File: config.mk
export PLATFORM = sky130hd
export DESIGN_NAME = susp_refresh_ctrl
export DESIGN_NICKNAME = d
export VERILOG_FILES = /design/src/rtl/srm_pkg.sv /design/src/rtl/srm_cfg_reg.sv /design/src/rtl/srm_fsm.sv /design/src/rtl/srm_cbr_timer.sv /design/src/rtl/susp_refresh_ctrl.sv
export SDC_FILE = /design/constraint.sdc
export NUM_CORES = 1
export LEC_CHECK = 0
export ABC_CLOCK_PERIOD_IN_PS = 1700
export BUFFER_PORTS_ARGS = -buffer_cell sky130_fd_sc_hd__buf_4
export CAP_MARGIN = 20
export CORE_ASPECT_RATIO = 1.1
export CORE_MARGIN = 4
export CORE_UTILIZATION = 32
export CTS_CLUSTER_DIAMETER = 100
export DETAILED_ROUTE_END_ITERATION = 8
export PLACE_DENSITY = 0.63
export SLEW_MARGIN = 40
export SYNTH_ARGS = -nofsm -noshare
export SYNTH_HDL_FRONTEND = slang
export SYNTH_SLANG_ARGS = --single-unit
File: constraint.sdc
create_clock -name clk_i -period 1.7 [get_ports clk_i]
set_input_delay 0.34 -clock clk_i [delete_from_list [all_inputs] [get_ports clk_i]]
set_output_delay 0.34 -clock clk_i [all_outputs]
set_load 0.01 [all_outputs]
File: src/rtl/srm_pkg.sv
package srm_pkg;
  typedef enum logic [1:0] {
    ST_NORMAL  = 2'd0,
    ST_SUSPEND = 2'd1,
    ST_WAIT_SW = 2'd2,
    ST_EXIT    = 2'd3
  } srm_state_e;
endpackage

File: src/rtl/srm_cfg_reg.sv
module srm_cfg_reg #(
  parameter int unsigned ADDR_W   = 8,
  parameter int unsigned DATA_W   = 8,
  parameter logic [ADDR_W-1:0] PM_ADDR = 8'h7A,
  parameter int unsigned NRE_BIT  = 4
) (
  input  logic              clk_i,
  input  logic              rst_ni,
  input  logic              we_i,
  input  logic [ADDR_W-1:0] addr_i,
  input  logic [DATA_W-1:0] wdata_i,
  input  logic              hw_clr_i,
  output logic              nre_o
);
  logic nre_q;
  logic hit;
  logic unused_wdata;

  assign hit          = we_i && (addr_i == PM_ADDR);
  assign unused_wdata = ^wdata_i;

  // hardware clear wins over a software write
  always_ff @(posedge clk_i or negedge rst_ni) begin
    if (!rst_ni)       nre_q <= 1'b1;
    else if (hw_clr_i) nre_q <= 1'b0;
    else if (hit)      nre_q <= wdata_i[NRE_BIT];
  end

  assign nre_o = nre_q;
endmodule

File: src/rtl/srm_fsm.sv
module srm_fsm
  import srm_pkg::*;
#(
  parameter int unsigned SYNC_STAGES = 2
) (
  input  logic clk_i,
  input  logic rst_ni,
  input  logic sus_stat_ni,
  input  logic resume_pos_i,
  input  logic auto_exit_en_i,
  input  logic nre_i,
  output logic in_susp_o,
  output logic hw_clr_o,
  output logic sched_en_o
);
  logic [SYNC_STAGES-1:0] sus_sync_q;
  logic       susp_req;
  srm_state_e state_q, state_d;

  always_ff @(posedge clk_i or negedge rst_ni) begin
    if (!rst_ni) sus_sync_q <= '1;
    else         sus_sync_q <= {sus_sync_q[SYNC_STAGES-2:0], sus_stat_ni};
  end

  assign susp_req = !sus_sync_q[SYNC_STAGES-1];

  always_comb begin
    state_d = state_q;
    unique case (state_q)
      ST_NORMAL:  if (susp_req) state_d = ST_SUSPEND;
      ST_SUSPEND: if (!susp_req)
                    state_d = (resume_pos_i && auto_exit_en_i) ? ST_EXIT : ST_WAIT_SW;
      ST_WAIT_SW: if (susp_req)   state_d = ST_SUSPEND;
                  else if (nre_i) state_d = ST_EXIT;
      ST_EXIT:    state_d = susp_req ? ST_SUSPEND : ST_NORMAL;
      default:    state_d = ST_NORMAL;
    endcase
  end

  always_ff @(posedge clk_i or negedge rst_ni) begin
    if (!rst_ni) state_q <= ST_NORMAL;
    else         state_q <= state_d;
  end

  assign in_susp_o  = (state_q == ST_SUSPEND) || (state_q == ST_WAIT_SW);
  assign hw_clr_o   = (state_q == ST_SUSPEND);
  assign sched_en_o = (state_q == ST_NORMAL);
endmodule

File: src/rtl/srm_cbr_timer.sv
module srm_cbr_timer #(
  parameter int unsigned DIV_BASE    = 4,
  parameter int unsigned SEL_W       = 2,
  parameter int unsigned SYNC_STAGES = 2
) (
  input  logic             clk_i,
  input  logic             rst_ni,
  input  logic             active_i,
  input  logic [SEL_W-1:0] div_sel_i,
  input  logic             slow_clk_i,
  output logic             strobe_o
);
  localparam int unsigned CNT_W = $clog2(DIV_BASE) + (1 << SEL_W);

  logic [SYNC_STAGES:0] slow_q;
  logic [CNT_W-1:0]     cnt_q;
  logic [CNT_W-1:0]     lim;
  logic                 edge_det;
  logic                 pulse_q;

  always_ff @(posedge clk_i or negedge rst_ni) begin
    if (!rst_ni) slow_q <= '0;
    else         slow_q <= {slow_q[SYNC_STAGES-1:0], slow_clk_i};
  end

  assign edge_det = slow_q[SYNC_STAGES-1] && !slow_q[SYNC_STAGES];
  assign lim      = CNT_W'(DIV_BASE) << div_sel_i;

  always_ff @(posedge clk_i or negedge rst_ni) begin
    if (!rst_ni) begin
      cnt_q   <= '0;
      pulse_q <= 1'b0;
    end else if (!active_i) begin
      cnt_q   <= '0;
      pulse_q <= 1'b0;
    end else begin
      pulse_q <= 1'b0;
      if (edge_det) begin
        if (cnt_q == lim - 1'b1) begin
          cnt_q   <= '0;
          pulse_q <= 1'b1;
        end else begin
          cnt_q <= cnt_q + 1'b1;
        end
      end
    end
  end

  assign strobe_o = pulse_q;
endmodule

File: src/rtl/susp_refresh_ctrl.sv
module susp_refresh_ctrl #(
  parameter int unsigned CFG_ADDR_W  = 8,
  parameter int unsigned CFG_DATA_W  = 8,
  parameter logic [CFG_ADDR_W-1:0] PM_CTRL_ADDR = 8'h7A,
  parameter int unsigned NRE_BIT     = 4,
  parameter int unsigned DIV_BASE    = 4,
  parameter int unsigned SEL_W       = 2,
  parameter int unsigned SYNC_STAGES = 2
) (
  input  logic                  clk_i,
  input  logic                  rst_ni,
  input  logic                  sus_stat_ni,
  input  logic                  resume_pos_i,
  input  logic                  auto_exit_en_i,
  input  logic                  mem_edo_i,
  input  logic                  edo_cbr_sel_i,
  input  logic [SEL_W-1:0]      div_sel_i,
  input  logic                  slow_clk_i,
  input  logic                  cfg_we_i,
  input  logic [CFG_ADDR_W-1:0] cfg_addr_i,
  input  logic [CFG_DATA_W-1:0] cfg_wdata_i,
  output logic                  refresh_mode_o,
  output logic                  self_ref_req_o,
  output logic                  cbr_req_o,
  output logic                  mem_block_o,
  output logic                  norm_sched_en_o
);
  logic nre;
  logic in_susp;
  logic hw_clr;
  logic sched_en;
  logic use_cbr;

  assign use_cbr = mem_edo_i && edo_cbr_sel_i;

  srm_cfg_reg #(
    .ADDR_W  (CFG_ADDR_W),
    .DATA_W  (CFG_DATA_W),
    .PM_ADDR (PM_CTRL_ADDR),
    .NRE_BIT (NRE_BIT)
  ) u_cfg (
    .clk_i    (clk_i),
    .rst_ni   (rst_ni),
    .we_i     (cfg_we_i),
    .addr_i   (cfg_addr_i),
    .wdata_i  (cfg_wdata_i),
    .hw_clr_i (hw_clr),
    .nre_o    (nre)
  );

  srm_fsm #(
    .SYNC_STAGES (SYNC_STAGES)
  ) u_fsm (
    .clk_i          (clk_i),
    .rst_ni         (rst_ni),
    .sus_stat_ni    (sus_stat_ni),
    .resume_pos_i   (resume_pos_i),
    .auto_exit_en_i (auto_exit_en_i),
    .nre_i          (nre),
    .in_susp_o      (in_susp),
    .hw_clr_o       (hw_clr),
    .sched_en_o     (sched_en)
  );

  srm_cbr_timer #(
    .DIV_BASE    (DIV_BASE),
    .SEL_W       (SEL_W),
    .SYNC_STAGES (SYNC_STAGES)
  ) u_cbr (
    .clk_i      (clk_i),
    .rst_ni     (rst_ni),
    .active_i   (in_susp && use_cbr),
    .div_sel_i  (div_sel_i),
    .slow_clk_i (slow_clk_i),
    .strobe_o   (cbr_req_o)
  );

  assign refresh_mode_o  = in_susp;
  assign self_ref_req_o  = in_susp && !use_cbr;
  assign mem_block_o     = !sched_en;
  assign norm_sched_en_o = sched_en;
endmodule

==> metrics <==
area of the multi-input gates around 450 sq um; area share of the largest cell type after synthesis 0.353; non-filler cells, final 143; final critical path time including I/O delays and setup about 1.6 ns; worst-case headroom to the max-slew limit 0.724; count of TritonRoute iterations in the first routing pass 4; buffering stage count on the worst path with inverters included 2; Sequential Power Share 0.339; Net Count, Synth around 110; crit path DAT 1.28 ns; drt first-iter violations 28; number of flops mapped to enable cells by yosys 0; largest driver fanout on the critical path 4; Die Area between 0.003 and 0.004 sq mm; final routed wire length divided by cell count ~13 microns; Yosys reg bits 15; RSZ-0062 raised after global routing false; Hold/Removal Path Class input port to flop; Storage cell area 379 sq um; most instantiated flip-flop cell in the synthesis netlist sky130_fd_sc_hd__dfrtp_1; antenna viol nets, final 0; vias in the first global route 720; IR Drop Worst-Case VDD ~0.00063 V; Power Dens Cells approximately 1100 mW/mm^2; distinct cell type count after synthesis 36; Placement Rows 19; wire length of the first global-routing pass 3100 microns; max-capacitance violation count 0; DP Wirelength ~1400 microns; synthesized area per cell between 10 and 15 sq um; final cycle utilization of the critical path 0.950; class of the most critical setup path flop to output pin; maximum number of pins on one net before global-route repair 16; cell types occupying the most area after synthesis sky130_fd_sc_hd__dfrtp_1 (35%), sky130_fd_sc_hd__dfstp_2 (9.3%), sky130_fd_sc_hd__ha_1 (8.8%); Net count, final 146; Syn-to-layout area delta 34.3%; final standard cell utilization of the core 0.453; ys async rst share 1.00; slew at the pin closest to its max-slew limit a little over 0.4 ns; average via count per standard cell about 5.2; Slew Limit Fails 0; die height between 60 and 70 microns; Gate Count Post-Synth 80; status finished clean; type of element launching the critical path flop; maximum clock frequency roughly 620 MHz; placeable core area approximately 0.0025 sq mm; CTS sink count 15; Overflow after GRT 0; filler cell count 249; final-report setup violation count 0; chain of cells forming the critical path inv_2 > ha_4 > a21boi_2 > buf_4; leakage power 0.510 nW; chip width approximately 57 microns; cell type with the largest total area after synthesis sky130_fd_sc_hd__dfrtp_1; nature of the critical path endpoint output pin; Setup TNS Final 0 ns; final hold vios 0; via count of the routed design 747; number of antenna violations at the first check in global routing 0; fraction of the yosys area taken by sequential cells 0.446; Routability Congestion 0.744; final wirelength 1880 microns; IO Port Bufs 24; cell-internal power between 700 and 800 uW; GRT Overall Usage 0.114; combinational fraction of design power 0.489; net switching component of the power 428 uW; total placed cells including tap cells 136; initial core utilization 0.337; count of warnings emitted by yosys 0; CP peak stage delay around 0.38 ns; total I/O pin count 32; number of buffers between clock root and the deepest sink 2; worst setup slack for register-to-register paths 0.12 ns; Power Total roughly 1.2 mW; clk_lat worst skew 0.29 ns; post-detailed-route DRC marker count 0; clock root buffer sky130_fd_sc_hd__clkbuf_4; final worst hold slack 0.153 ns; switching part of the total 0.351; Worst-path clk slew 0.09 ns; Largest delay share family, worst path flip-flops; Num CTS Buffers 3; Cell Area, Synth roughly 850 sq um; Crit path required time approximately 1.4 ns; share of total power in the clock network 0.172; share of final-layout standard cells stronger than drive strength 1 0.375; antenna diode count 0; final clock skew between 0.0007 and 0.0008 ns; slowest cell on the critical path sky130_fd_sc_hd__dfrtp_1; clock tree from TritonCTS done; H-tree Lvls 1
## final timing paths
check,start,to,depth (start not counted)
worst max-delay path,u_fsm.state_q[0],self_ref_req_o,4
worst min-delay path,sus_stat_ni,u_fsm.sus_sync_q[0],1
worst max register to register,u_cbr.cnt_q[3],u_cbr.strobe_o,4
worst min register to register,u_cbr.slow_q[0],u_cbr.slow_q[1],0
max in group asynchronous,rst_ni,u_cfg.nre_o,2
min in group asynchronous,rst_ni,u_cbr.slow_q[2],2
## kinds of logic after synthesis
logic type,synth area share
AO/OA/AOI/OAI,0.115
XOR/XNOR,0.0206
adder cells (fa/ha/maj),0.0884
buffers and inverters,0.0398
flip-flops,0.446
multiplexers,0.0118
AND/OR/NAND/NOR,0.278
## layout by cell type (no fill, tap or decap), drive strengths merged, types with 3 or more instances in the layout
| cell type | synthesis | routed |
|---|---|---|
| nor2 | 3 | 3 |
| clkbuf | 0 | 3 |
| dfrtp | 12 | 12 |
| dfstp | 3 | 3 |
| ha | 6 | 6 |
| inv | 6 | 6 |
| buf | 1 | 28 |
| nand2 | 5 | 5 |
| o21ai | 3 | 3 |
| nand3 | 4 | 4 |
| nand4 | 5 | 5 |
## repair_timing
item                                   in CTS  in global routing
setup endpoints to repair                   2                  0
setup buffers                               3                  0
gates resized for setup                     5                  0
endpoints found under the hold margin      12                  0
hold buffers                                1                  0
## metrics by stage
| stage | setup slack, ns | cell area (sq um) |
|---|---|---|
| after floorplan | 0.142 | 850 |
| after global placement | 0.0973 | 1070 |
| after detailed placement | 0.0418 | 1070 |
| after CTS | 0.0746 | 1140 |
| after global routing | 0.0104 | 1140 |
| final | 0.0848 | 1140 |
## state kept, by name, summed over array words and instances (netlist names)
register and flops:
u_cbr.slow_q 3, u_cfg.nre_o 1, u_cbr.cnt_q 6, u_cbr.strobe_o 1, u_fsm.state_q 2, u_fsm.sus_sync_q 2
## synth_stat cells (2+ instances only)
library cell and n:
sky130_fd_sc_hd__a31oi_1 2, sky130_fd_sc_hd__nand3_1 4, sky130_fd_sc_hd__nor2_1 3, sky130_fd_sc_hd__o21ai_0 2, sky130_fd_sc_hd__nor3b_1 2, sky130_fd_sc_hd__a311oi_1 2, sky130_fd_sc_hd__nand4_1 5, sky130_fd_sc_hd__dfrtp_1 12
sky130_fd_sc_hd__or3_1 2, sky130_fd_sc_hd__ha_1 6, sky130_fd_sc_hd__and3_1 2, sky130_fd_sc_hd__nand2_1 5, sky130_fd_sc_hd__dfstp_2 3, sky130_fd_sc_hd__nand2b_1 2, sky130_fd_sc_hd__nor4_1 2, sky130_fd_sc_hd__inv_1 6
## area by class of cell
class,count,share of cell area
multi-input combinational,58,0.397
sequential,15,0.332
timing repair buffer,29,0.193
clock buffer,3,0.0197
inverter,6,0.0197
clock inverter,1,0.00439
tap,31,0.0340
## power by group through the flow
| stage | Clock [mW] | Combinational [mW] | Sequential, mW |
|---|---|---|---|
| final | 0.210 | 0.597 | 0.414 |
| after floorplan | 0 | 0.258 | 0.426 |
| after detailed placement | 0 | 0.510 | 0.424 |
| after CTS | 0.221 | 0.584 | 0.414 |
| after global routing | 0.238 | 0.656 | 0.419 |
| after global placement | 0 | 0.489 | 0.422 |
## routing by layer
metal / part of all wire / GRT usage
met1: 0.36 / 0.104
met5: 0 / 0
met2: 0.58 / 0.228
met3: 0.056 / 0.0351
met4: 0.0064 / 0.0629
## worst reg2reg max path, stage by stage, from the launching register on
cell and delay [ns]:
sky130_fd_sc_hd__dfrtp_1 0.49, sky130_fd_sc_hd__nor4bb_1 0.30, sky130_fd_sc_hd__and4bb_4 0.24, sky130_fd_sc_hd__nor3_4 0.25
sky130_fd_sc_hd__and4_1 0.23
Note: power is estimated with default switching activity, not from simulation.
